File: config.mk
export PLATFORM = sky130hd
export DESIGN_NAME = mux_host_cycle_seq
export DESIGN_NICKNAME = d
export VERILOG_FILES = /design/src/rtl/hcs_pkg.sv /design/src/rtl/hcs_ctrl.sv /design/src/rtl/hcs_path.sv /design/src/rtl/mux_host_cycle_seq.sv
export SDC_FILE = /design/constraint.sdc
export NUM_CORES = 1
export LEC_CHECK = 0
export BUFFER_PORTS_ARGS = -buffer_cell sky130_fd_sc_hd__buf_2
export CORE_MARGIN = 4
export CORE_UTILIZATION = 45
export DETAILED_ROUTE_END_ITERATION = 10
export GPL_TIMING_DRIVEN = 0
export PLACE_DENSITY = 0.81
export SLEW_MARGIN = 20
export SYNTH_ARGS = -nofsm -noshare
export SYNTH_HDL_FRONTEND = slang
export SYNTH_SLANG_ARGS = --single-unit
export TNS_END_PERCENT = 100
File: constraint.sdc
create_clock -name clk -period 1.9 [get_ports clk]
set_input_delay 0.285 -clock clk [delete_from_list [all_inputs] [get_ports clk]]
set_output_delay 0.285 -clock clk [all_outputs]
set_load 0.03 [all_outputs]
File: src/rtl/hcs_pkg.sv
package hcs_pkg;

  typedef enum logic [2:0] {
    ST_IDLE,
    ST_SETUP,
    ST_STROBE,
    ST_WAIT,
    ST_HOLD,
    ST_DONE
  } seqState_e;

  // control -> datapath strobes
  typedef struct packed {
    logic load;      // latch cycle parameters
    logic capture;   // register read data
    logic selOn;     // chip select active
    logic driveBus;  // enable bus drivers
    logic latchOn;   // address strobe
    logic rdOn;      // read strobe
    logic wrOn;      // write strobe
  } ctlStrobe_t;

endpackage

File: src/rtl/hcs_ctrl.sv
module hcs_ctrl
  import hcs_pkg::*;
#(
  parameter int SETUP_CYC  = 2,
  parameter int HOLD_CYC   = 1,
  parameter int CFG_CYCLES = 10
) (
  input  logic       clk,
  input  logic       rstN,
  input  logic       startReq,
  input  logic       abort,
  input  logic       ackIn,
  input  logic       isAddr,
  input  logic       isWrite,
  output ctlStrobe_t ctl,
  output logic       cfgPhase,
  output logic       done,
  output logic       idle
);

  localparam int MAXC = (SETUP_CYC > HOLD_CYC) ? SETUP_CYC : HOLD_CYC;
  localparam int CW   = $clog2(MAXC + 1);
  localparam int CFGW = $clog2(CFG_CYCLES + 1);
  localparam logic [CW-1:0]   SETUP_LIM = CW'(SETUP_CYC);
  localparam logic [CW-1:0]   HOLD_LIM  = CW'(HOLD_CYC);
  localparam logic [CFGW-1:0] CFG_INIT  = CFGW'(CFG_CYCLES);

  seqState_e       state;
  logic [CW-1:0]   cnt;
  logic [CFGW-1:0] cfgCnt;
  logic            strobeOn;
  logic            rdCycle;

  assign cfgPhase = (cfgCnt != '0);
  assign strobeOn = (state == ST_STROBE) || (state == ST_WAIT);
  assign rdCycle  = !isAddr && !isWrite;

  always_comb begin
    ctl          = '0;
    ctl.load     = (state == ST_IDLE) && startReq && !cfgPhase && !abort;
    ctl.selOn    = (state == ST_SETUP) || strobeOn || (state == ST_HOLD);
    ctl.driveBus = ctl.selOn && !rdCycle;
    ctl.latchOn  = strobeOn && isAddr;
    ctl.wrOn     = strobeOn && !isAddr && isWrite;
    ctl.rdOn     = strobeOn && rdCycle;
    ctl.capture  = (state == ST_WAIT) && ackIn && !abort && rdCycle;
  end

  assign done = (state == ST_DONE) && !abort;
  assign idle = (state == ST_IDLE) && !cfgPhase;

  always_ff @(posedge clk or negedge rstN) begin
    if (!rstN) begin
      state  <= ST_IDLE;
      cnt    <= '0;
      cfgCnt <= CFG_INIT;
    end else begin
      if (cfgPhase) cfgCnt <= cfgCnt - 1'b1;
      if (abort) begin
        state <= ST_IDLE;
      end else begin
        unique case (state)
          ST_IDLE: if (ctl.load) begin
            state <= ST_SETUP;
            cnt   <= CW'(1);
          end
          ST_SETUP: if (cnt >= SETUP_LIM) state <= ST_STROBE;
                    else cnt <= cnt + 1'b1;
          ST_STROBE: state <= ST_WAIT;
          ST_WAIT: if (ackIn) begin
            state <= ST_HOLD;
            cnt   <= CW'(1);
          end
          ST_HOLD: if (cnt >= HOLD_LIM) state <= ST_DONE;
                   else cnt <= cnt + 1'b1;
          ST_DONE: state <= ST_IDLE;
          default: state <= ST_IDLE;
        endcase
      end
    end
  end

endmodule

File: src/rtl/hcs_path.sv
module hcs_path
  import hcs_pkg::*;
#(
  parameter int DATA_W = 16
) (
  input  logic              clk,
  input  logic              rstN,
  input  ctlStrobe_t        ctl,
  input  logic              cfgPhase,
  input  logic              cycAddr,
  input  logic              cycWrite,
  input  logic              selMem,
  input  logic [DATA_W:0]   wordIn,
  input  logic [DATA_W-1:0] busIn,
  output logic              isAddr,
  output logic              isWrite,
  output logic [DATA_W-1:0] busOut,
  output logic              busOe,
  output logic              topAddr,
  output logic              latchPin,
  output logic              rdStrobeN,
  output logic              wrStrobeN,
  output logic              memSelN,
  output logic              ioSelN,
  output logic [DATA_W-1:0] rdData
);

  logic            memQ;
  logic [DATA_W:0] wordQ;

  always_ff @(posedge clk or negedge rstN) begin
    if (!rstN) begin
      isAddr  <= 1'b0;
      isWrite <= 1'b0;
      memQ    <= 1'b0;
      wordQ   <= '0;
      rdData  <= '0;
    end else begin
      if (ctl.load) begin
        isAddr  <= cycAddr;
        isWrite <= cycWrite;
        memQ    <= selMem;
        wordQ   <= wordIn;
      end
      if (ctl.capture) rdData <= busIn;
    end
  end

  assign busOe     = ctl.driveBus;
  assign busOut    = ctl.driveBus ? wordQ[DATA_W-1:0] : '0;
  assign topAddr   = ctl.driveBus && isAddr && wordQ[DATA_W];
  assign latchPin  = ctl.latchOn || cfgPhase;
  assign rdStrobeN = !ctl.rdOn;
  assign wrStrobeN = !ctl.wrOn;
  assign memSelN   = !(ctl.selOn && memQ);
  assign ioSelN    = !(ctl.selOn && !memQ);

endmodule

File: src/rtl/mux_host_cycle_seq.sv
module mux_host_cycle_seq
  import hcs_pkg::*;
#(
  parameter int DATA_W     = 16,
  parameter int SETUP_CYC  = 2,
  parameter int HOLD_CYC   = 1,
  parameter int CFG_CYCLES = 10
) (
  input  logic              clk,
  input  logic              rstN,
  input  logic              startReq,
  input  logic              cycAddr,
  input  logic              cycWrite,
  input  logic              selMem,
  input  logic [DATA_W:0]   wordIn,
  input  logic              abort,
  input  logic              ackIn,
  input  logic [DATA_W-1:0] busIn,
  output logic [DATA_W-1:0] busOut,
  output logic              busOe,
  output logic              topAddr,
  output logic              latchPin,
  output logic              rdStrobeN,
  output logic              wrStrobeN,
  output logic              memSelN,
  output logic              ioSelN,
  output logic              cfgDrive,
  output logic              done,
  output logic              idle,
  output logic [DATA_W-1:0] rdData
);

  ctlStrobe_t ctl;
  logic       cfgPhase;
  logic       isAddr;
  logic       isWrite;

  assign cfgDrive = cfgPhase;

  hcs_ctrl #(
    .SETUP_CYC (SETUP_CYC),
    .HOLD_CYC  (HOLD_CYC),
    .CFG_CYCLES(CFG_CYCLES)
  ) u_ctrl (
    .clk      (clk),
    .rstN     (rstN),
    .startReq (startReq),
    .abort    (abort),
    .ackIn    (ackIn),
    .isAddr   (isAddr),
    .isWrite  (isWrite),
    .ctl      (ctl),
    .cfgPhase (cfgPhase),
    .done     (done),
    .idle     (idle)
  );

  hcs_path #(
    .DATA_W(DATA_W)
  ) u_path (
    .clk       (clk),
    .rstN      (rstN),
    .ctl       (ctl),
    .cfgPhase  (cfgPhase),
    .cycAddr   (cycAddr),
    .cycWrite  (cycWrite),
    .selMem    (selMem),
    .wordIn    (wordIn),
    .busIn     (busIn),
    .isAddr    (isAddr),
    .isWrite   (isWrite),
    .busOut    (busOut),
    .busOe     (busOe),
    .topAddr   (topAddr),
    .latchPin  (latchPin),
    .rdStrobeN (rdStrobeN),
    .wrStrobeN (wrStrobeN),
    .memSelN   (memSelN),
    .ioSelN    (ioSelN),
    .rdData    (rdData)
  );

endmodule

==> metrics, run 1 <==
Antenna Nets Post-Route=0; Hold Crit Class=input pin to asynchronous set/reset pin; largest net degree at the start of global routing=46; Cells after DPL=321; syn nets=217; Final WS setup=-5.18 ps; Antenna Cells=0; global route total overflow=0; synth warn=0; Worst setup EP type=output port; Max Clock Skew=4.23 ps; GRT Overall Usage=about 16%; worst-path maximum fanout=7; PortBufs=82; Sink Count=45; Die Ht=78.8 µm; initial drt markers=53; Async S/R FF share, synth=100%; syn_area_per_cell=13.1 µm²; cts hold-fix bufs=0; RSZ-0062 raised after global routing=yes; post-DR vias/cell=4.89; TritonCTS clock tree=done; Slew @ Worst Pin=983 ps; status=complete, but fails checks; Synth area leaders=dfrtp_1 48%, mux2_4 20%, and2_1 4.7%; critical path class=flop to output port; Leakage=1.73 nW; I/O pin total=83; CTS root buf=clkbuf_8; fin. max-slew vios=0; commonest non-fill, non-tap cells in the layout=65 x buf_2, 42 x dfrtp_1, 30 x mux2_4, 23 x buf_6, 17 x and2_4; most common cell after layout, fill and taps aside=buf_2; HPWL Detailed=roughly 3600 µm; Initial Util=between 40% and 50%; share of the synthesized area in the top cell type=47.7%; Final Wtd Congestion=0.768; DRC=0; synthesized flop and latch total=45; die width=approximately 79 µm; cell count after synthesis=172; Worst-Skew Late Latency=290 ps; Tcrit/Tclk final=100%; min cycle time layout=1910 ps; Post-Layout Cell Count=about 340; setup TNS=-21.7 ps; fmax=525 MHz; area of the multi-input gates=1130 µm²; max_cap viols=0; Post-Syn Area=2250 µm²; Netlist cell types=36; share of layout cells above drive strength 1=64.0%; Inserted Clock Buffers=5; Final nets=316; Fin. Hold Viols=0; Post-synth EDFFs=0; area grow syn2layout=40.7%; main flop type after synthesis=dfrtp_1; CP startpoint kind=flop; Clock Tree Buf Depth=2; Relative slew margins=about a third; Worst Reg-to-Reg Cells=6; vias=1,657; Pwr per Cell Area=roughly 1300 nW/µm²; H-tree lvl count=2; FF-to-FF setup slack=210 ps; Clock transition at path regs=90 ps; failing checks=setup timing; cell taking the most area after synthesis=dfrtp_1; Final Setup Violations=8; Hold Slack=154 ps; vias in the first global route=~1,700; detailed-route wire length per cell=between 10 and 15 µm; initial antenna violation count=0; fin util=about two thirds; first-pass GRT wire length=about 8100 µm; # rows=25; Die ar.=slightly above 6000 µm²; critical path required time=1620 ps; CORE AREA=around 4800 µm²; sequential fraction of the synthesis area=50.1%; Arrival @ worst endpoint=around 1600 ps; Fill cells=approximately 380; register area=between 1000 and 1500 µm²; Pre-Repair DR Iteration Count=4; WL final=5080 µm; worst-case vdd ir drop=roughly 0.00063 V
==> kinds of logic after synthesis <==
family | Yosys count | share of synthesized area [%]
AO/OA/AOI/OAI | 13 | 3.55
XOR/XNOR | 4 | 1.55
adder cells (fa/ha/maj) | 4 | 2.22
buffers and inverters | 13 | 3.66
flip-flops | 45 | 50.1
multiplexers | 39 | 24.3
AND/OR/NAND/NOR | 54 | 14.7
==> stage by stage <==
step | total power, mW | instance area [µm²] | setup WS (ps)
final | 4.15 | 3170 | -5.18
after global routing | 4.39 | 3170 | -93.6
after CTS | 3.98 | 3060 | -1.16
after detailed placement | 2.86 | 2760 | -48.6
after global placement | 2.82 | 2760 | -19.6
after floorplan | 2.47 | 2270 | 137
==> worst paths after layout <==
check	startpoint	endpoint
setup / recovery	u_ctrl.state[1]	busOut[12]
min in group clk	busIn[11]	u_path.rdData[11]
setup reg to reg	u_ctrl.state[1]	u_path.rdData[10]
hold reg to reg	u_path.rdData[3]	u_path.rdData[3]
hold / removal	rstN	u_path.wordQ[12]
max in group asynchronous	rstN	u_ctrl.state[0]
==> cells in the mapped netlist (all sizes together) (2+ instances only) <==
library cell / count
a21oi: 4
mux2i: 3
o31ai: 3
nor3: 2
buf: 8
nand4: 2
ha: 4
nor2: 7
dfstp: 2
nor2b: 2
and3: 2
nand3b: 2
o21ai: 3
and2: 17
nand2b: 3
mux2: 36
dfrtp: 43
nand2: 9
xnor2: 4
inv: 5
==> layout make-up <==
class | instances | share of cell area [%]
Sequential cell | 45 | 35.6
Multi-Input combinational cell | 114 | 35.5
Timing Repair Buffer | 93 | 19.3
Tap cell | 67 | 2.64
Clock buffer | 5 | 2.17
Clock inverter | 3 | 2.17
Buffer | 7 | 1.97
Inverter | 5 | 0.592
==> worst max-delay path: stages (launching register included) <==
cell and delay [ps]:
dfrtp_1 440, nor2_4 160, xnor2_2 130, and2b_2 220, buf_6 130, and2_4 140
buf_6 120
==> metal layers <==
metal	up-vias	global-route usage [%]	routed length, µm
met4	0	3.67	31
li1	788	-	-
met2	64	27.9	2570
met1	800	21.3	2130
met5	-	0	0
met3	5	3.74	340
==> power breakdown <==
group          leakage [nW]  switching [mW]  internal (mW)
registers             0.568           0.174           1.21
logic                  1.09           0.887           1.01
clock network        0.0687           0.334          0.529
==> what timing repair did <==
item | 4_1_cts | 5_1_grt
buffers inserted | 7 | 3
setup endpoints to repair | 20 | 18
resized for setup | 40 | 28
cloned | 0 | 1
pin swaps | 2 | 16
hold endpoints to repair | 0 | 0
==> flip-flops by register name (all words and copies together) (netlist names) <==
signal          flops
u_path.wordQ       17
u_path.rdData      16
u_ctrl.cfgCnt       4
u_ctrl.state        3
u_ctrl.cnt          2
u_path.isAddr       1
u_path.isWrite      1
u_path.memQ         1
No activity file was read; power rests on OpenSTA's default activity.
==> run 2: changes to the inputs <==
--- a/config.mk
+++ b/config.mk
@@ -6,11 +6,13 @@
 export NUM_CORES = 1
 export LEC_CHECK = 0
 export BUFFER_PORTS_ARGS = -buffer_cell sky130_fd_sc_hd__buf_2
+export CELL_PAD_IN_SITES_DETAIL_PLACEMENT = 0
+export CELL_PAD_IN_SITES_GLOBAL_PLACEMENT = 1
 export CORE_MARGIN = 4
-export CORE_UTILIZATION = 45
+export CORE_UTILIZATION = 38
 export DETAILED_ROUTE_END_ITERATION = 10
 export GPL_TIMING_DRIVEN = 0
-export PLACE_DENSITY = 0.81
+export PLACE_DENSITY = 0.86
 export SLEW_MARGIN = 20
 export SYNTH_ARGS = -nofsm -noshare
 export SYNTH_HDL_FRONTEND = slang
==> run 2 against run 1 <==
  * The flow finishes with violations (hold timing)
  * Combinational power is 3% lower
  * Critical path depth stayed put
  * Utilization is 11 points lower
  * Global-route usage is 2.7 points lower
  * Sequential power hardly changed
  * Clock skew hardly changed
  * Clock power is 13% lower
  * First-iteration DRC count is 28% lower
  * Critical path type unchanged
  * Sequential share of layout area is 0.41 points higher
  * Flip-flop and latch count stayed put
  * Fmax is 0.31% higher
  * Via count is 3.2% lower
==> metrics, run 2 (synthesized netlist as in run 1, its figures left out) <==
status=complete, but fails checks; failing checks=hold timing; Post-Layout Cell Count=around 340; WL final=5000 µm; Fin. Hold Viols=26; worst setup path start=u_ctrl.state[1]; Largest Register=u_path.wordQ; fin util=55.6%; Hold Crit Class=input pin to asynchronous set/reset pin; RR Startpoint=u_ctrl.cfgCnt[1]; Final Setup Violations=0; Leakage=1.70 nW; RSZ-0062 raised after global routing=yes; Die ar.=7230 µm²; detailed-route wire length per cell=14.6 µm; Relative slew margins=approximately three fifths; global route total overflow=0; worst reg2reg endpoint=u_path.wordQ[13]; DRC=0; vias in the first global route=1,678; Final nets=314; fin. max-slew vios=0; initial antenna violation count=0; setup TNS=0 ps; Fill cells=about 500; Slew @ Worst Pin=570 ps; critical path class=flop to output port; Final WS setup=0.727 ps; crit path to=busOut[0]; worst-case vdd ir drop=0.000677 V; Max Clock Skew=4.39 ps; GRT Overall Usage=a little over an eighth; Pre-Repair DR Iteration Count=4; Cells after DPL=326; Die Ht=85.0 µm; cts hold-fix bufs=0; Final Wtd Congestion=about 0.77; post-DR vias/cell=between 4 and 5; Hold Slack=-16.1 ps; Worst-Skew Late Latency=290 ps; max_cap viols=0; HPWL Detailed=3550 µm; share of layout cells above drive strength 1=64.1%; Antenna Cells=0; Tcrit/Tclk final=100%; Clock Tree Buf Depth=2; Clock transition at path regs=around 90 ps; Worst Reg-to-Reg Cells=7; Design Power=between 3 and 4 mW; Sink Count=between 40 and 50; Initial Util=40.0%; commonest non-fill, non-tap cells in the layout=65 x buf_2, 41 x dfrtp_1, 30 x mux2_4, 22 x buf_6, 17 x and2_4; min cycle time layout=1900 ps; Pwr per Cell Area=between 1000 and 1500 nW/µm²; FF-to-FF setup slack=about 100 ps; area grow syn2layout=39.2%; initial drt markers=38; CP startpoint kind=flop; top flop regs=u_path.wordQ: 17 flops, u_path.rdData: 16 flops, u_ctrl.cfgCnt: 4 flops; fmax=527 MHz; number of flip-flops in the largest register=17; Worst Setup Slack post-DPL=-53.7 ps; critical path required time=1620 ps; vias=1,604; Worst setup EP type=output port; worst-path maximum fanout=7; H-tree lvl count=2; CTS root buf=clkbuf_8; Antenna Nets Post-Route=0; first-pass GRT wire length=8090 µm; I/O pin total=83; Arrival @ worst endpoint=1610 ps; # rows=27; fin area=3140 µm²; most common cell after layout, fill and taps aside=buf_2; die width=85.0 µm; largest net degree at the start of global routing=between 40 and 50; CORE AREA=5640 µm²; placed cell areas=2770 µm²; PortBufs=82; TritonCTS clock tree=done; Inserted Clock Buffers=5
==> run 2: cell count changes in the layout (fill, tap and decap cells not counted), sizes merged <==
| cell | previous run | this run |
|---|---|---|
| clkbuf | 5 | 7 |
| bufinv | 2 | 1 |
| buf | 100 | 98 |
| inv | 6 | 5 |
==> run 2: how the worst min path moves through the flow <==
| stage | end | slack (ps) | depth (start not counted) |
|---|---|---|---|
| 2_1_floorplan | u_ctrl.cfgCnt[0] | -10 | 0 |
| 3_3_place_gp | u_path.wordQ[14] | 480 | 1 |
| 3_5_place_dp | u_path.wordQ[15] | 480 | 1 |
| 4_1_cts | u_path.wordQ[12] | 200 | 1 |
| 5_1_grt | u_path.wordQ[12] | 30 | 1 |
| 6_report | u_path.wordQ[12] | -20 | 1 |
==> run 2: routing by layer <==
metal | part of all wire (%) | wire, µm | track usage (%) | vias up
met2 | 47 | 2330 | 22.0 | 54
li1 | - | - | - | 781
met3 | 7.2 | 361 | 3.88 | 2
met1 | 46 | 2290 | 18.3 | 767
met4 | 0.36 | 18 | 3.45 | 0
met5 | 0 | 0 | 0 | -
==> run 2: cell type report <==
cell class,count,area [µm²],area share [%]
repair buffers,91,593,18.9
clock inverters,1,30.0,0.957
clock buffers,7,86.3,2.75
well taps,72,90.1,2.87
plain buffers,7,62.6,1.99
multi-input cells,114,1130,35.9
inverters,5,18.8,0.598
flip-flops and latches,45,1130,36.0
==> run 2: worst max-delay path, cell delays in order (launching register included) <==
cell,delay [ps]
dfrtp_2,430
nor2_4,140
xnor2_2,130
and2b_2,220
buf_6,140
and2_4,140
buf_6,120
==> run 2: timing repair <==
item                                    4_1_cts  5_1_grt
endpoints found under the setup margin       20       19
setup buffers                                 5        3
gates resized for setup                      45       22
pin swaps                                     2       18
gates cloned                                  0        1
==> run 2: power by group <==
group	switching [mW]	total [mW]	internal, mW
clock	0.319	0.748	0.429
combinational	0.875	1.85	0.976
sequential	0.168	1.38	1.21
total	1.36	3.98	2.62
==> run 3: changes to the inputs <==
--- a/config.mk
+++ b/config.mk
@@ -6,7 +6,7 @@
 export NUM_CORES = 1
 export LEC_CHECK = 0
 export BUFFER_PORTS_ARGS = -buffer_cell sky130_fd_sc_hd__buf_2
-export CELL_PAD_IN_SITES_DETAIL_PLACEMENT = 0
+export CELL_PAD_IN_SITES_DETAIL_PLACEMENT = 1
 export CELL_PAD_IN_SITES_GLOBAL_PLACEMENT = 1
 export CORE_MARGIN = 4
 export CORE_UTILIZATION = 38
==> run 3 against run 2 <==
  * The run ends with hold timing, setup timing left
  * Cell count increased by 0.58%
  * Final area shrank 0.80%
  * Clock power decreased by 23%
  * Largest power group unchanged
  * Sequential power barely moved
  * First-iteration DRC count shrank 50%
  * Utilization decreased by 0.44 points
  * Worst hold slack lost 4.2 ps
  * Register-to-register slack barely moved
  * Combinational power is essentially flat
  * Non-clock buffer count increased by 2
  * Die area unchanged
==> metrics, run 3 (synthesized netlist as in run 1, its figures left out) <==
vias in the first global route=1,850; worst-case vdd ir drop=~0.00056 V; failing checks=hold timing, setup timing; Final Wtd Congestion=around 0.77; WL final=between 5000 and 6000 µm; Hold Slack=-20.3 ps; Initial Util=40.0%; fin. max-slew vios=0; GRT Overall Usage=15.4%; cell mode on critical path=buf_6; detailed-route wire length per cell=between 15 and 20 µm; Critical path buffers and inverters=2; PortBufs=82; RSZ-0062 raised after global routing=yes; Inserted Clock Buffers=5; Final WS setup=-4.26 ps; worst-path maximum fanout=10; crit-path max cell delay=450 ps; Worst-Skew Late Latency=290 ps; vias=1,679; Largest Register=u_path.wordQ; most common cell after layout, fill and taps aside=buf_2; Sink Count=45; sequential power share=36.4%; critical path required time=1620 ps; largest net degree at the start of global routing=46; Antenna Nets Post-Route=0; status=complete, but fails checks; Final Setup Violations=3; Fin. Hold Viols=23; Die Ht=85.0 µm; die width=85.0 µm; commonest non-fill, non-tap cells in the layout=64 x buf_2, 41 x dfrtp_1, 30 x mux2_4, 22 x buf_6, 14 x buf_4; Final nets=316; placed cell areas=approximately 2800 µm²; Die ar.=7230 µm²; FF-to-FF setup slack=90 ps; fin area=3110 µm²; delay-heaviest family, CP=simple AND/OR/NAND/NOR gates; TritonCTS clock tree=done; Worst setup EP type=output port; CORE AREA=5640 µm²; Clock Tree Buf Depth=2; Gate power share=48.4%; global route total overflow=0; CP startpoint kind=flop; Psw=1.36 mW; post-DR vias/cell=4.88; Arrival @ worst endpoint=approximately 1600 ps; top flop regs=u_path.wordQ: 17 flops, u_path.rdData: 16 flops, u_ctrl.cfgCnt: 4 flops; Clock transition at path regs=~80 ps; CP Cell Sequence=nor2_4, xnor2_2, and2b_2, buf_6, and2_1, buf_6; Cells after DPL=326; Pwr per Cell Area=1210 nW/µm²; Slew @ Worst Pin=roughly 570 ps; number of flip-flops in the largest register=17; Sw Share=36.0%; Max Clock Skew=~3.7 ps; critical path class=flop to output port; Pre-Repair DR Iteration Count=4; CTS root buf=clkbuf_8; Antenna Cells=0; Hold Crit Class=input pin to asynchronous set/reset pin; clock power share=between 10% and 20%; Post-Layout Cell Count=roughly 340; max_cap viols=0; # rows=27; DRC=0; fmax=525 MHz; HPWL Detailed=around 3900 µm; cts hold-fix bufs=0; I/O pin total=83; Leakage=1.68 nW; first-pass GRT wire length=approximately 9100 µm; share of layout cells above drive strength 1=just over 60%; Pint=2.42 mW; min cycle time layout=1900 ps; CP max stage cell=dfrtp_2; Tcrit/Tclk final=100%; H-tree lvl count=2; initial drt markers=19; Relative slew margins=62.0%; initial antenna violation count=0; area grow syn2layout=38.1%
[run 3: final timing paths]
check                                  from               end  cells past startpoint
hold reg to reg            u_ctrl.cfgCnt[0]  u_ctrl.cfgCnt[0]                      1
min in group clk                  wordIn[5]   u_path.wordQ[5]                      2
setup reg to reg           u_ctrl.cfgCnt[1]  u_path.wordQ[13]                      7
setup / recovery            u_ctrl.state[1]         busOut[2]                      6
hold / removal                         rstN  u_path.wordQ[12]                      1
max in group asynchronous              rstN   u_ctrl.state[0]                      1
[run 3: layer usage]
| metal | wire length (µm) | global-route usage (%) | share of wire (%) |
|---|---|---|---|
| met1 | 2300 | 19.6 | 42 |
| met2 | 2760 | 25.9 | 50 |
| met3 | 374 | 4.66 | 6.8 |
| met4 | 31 | 2.88 | 0.57 |
| met5 | 0 | 0 | 0 |
[run 3: layout make-up]
cell class              instances  area (µm²)
plain buffers                   7        62.6
repair buffers                 93         611
flip-flops and latches         45        1130
multi-input cells             114        1120
inverters                       5        18.8
clock buffers                   7        76.3
well taps                      72        90.1
fillers                       618        2530
clock inverters                 1        7.51
[run 3: per-stage QoR]
step / util (%) / power [mW] / setup slack, ps / setup TNS [ps]
2_1_floorplan: - / 2.47 / 137 / 0
6_report: 55.2 / 3.78 / -4.26 / -9.94
5_1_grt: 55.2 / 4.01 / -95.9 / -1180
3_3_place_gp: 49.1 / 2.83 / -44.1 / -293
4_1_cts: 53.7 / 3.73 / -16.5 / -26.1
3_5_place_dp: 49.1 / 2.89 / -79.5 / -611
[run 3: repair_timing]
action / CTS / global route
endpoints found under the setup margin: 20 / 20
buffers inserted: 7 / 4
resized for setup: 44 / 16
endpoints found under the hold margin: 0 / 0
pin swaps: 2 / 6
[run 3: power by group through the flow]
| stage | logic (mW) | clock network [mW] | registers (mW) |
|---|---|---|---|
| final | 1.83 | 0.574 | 1.38 |
| after floorplan | 1.07 | 0 | 1.41 |
| after detailed placement | 1.50 | 0 | 1.38 |
| after CTS | 1.76 | 0.605 | 1.36 |
| after global placement | 1.47 | 0 | 1.36 |
| after global routing | 1.95 | 0.642 | 1.41 |
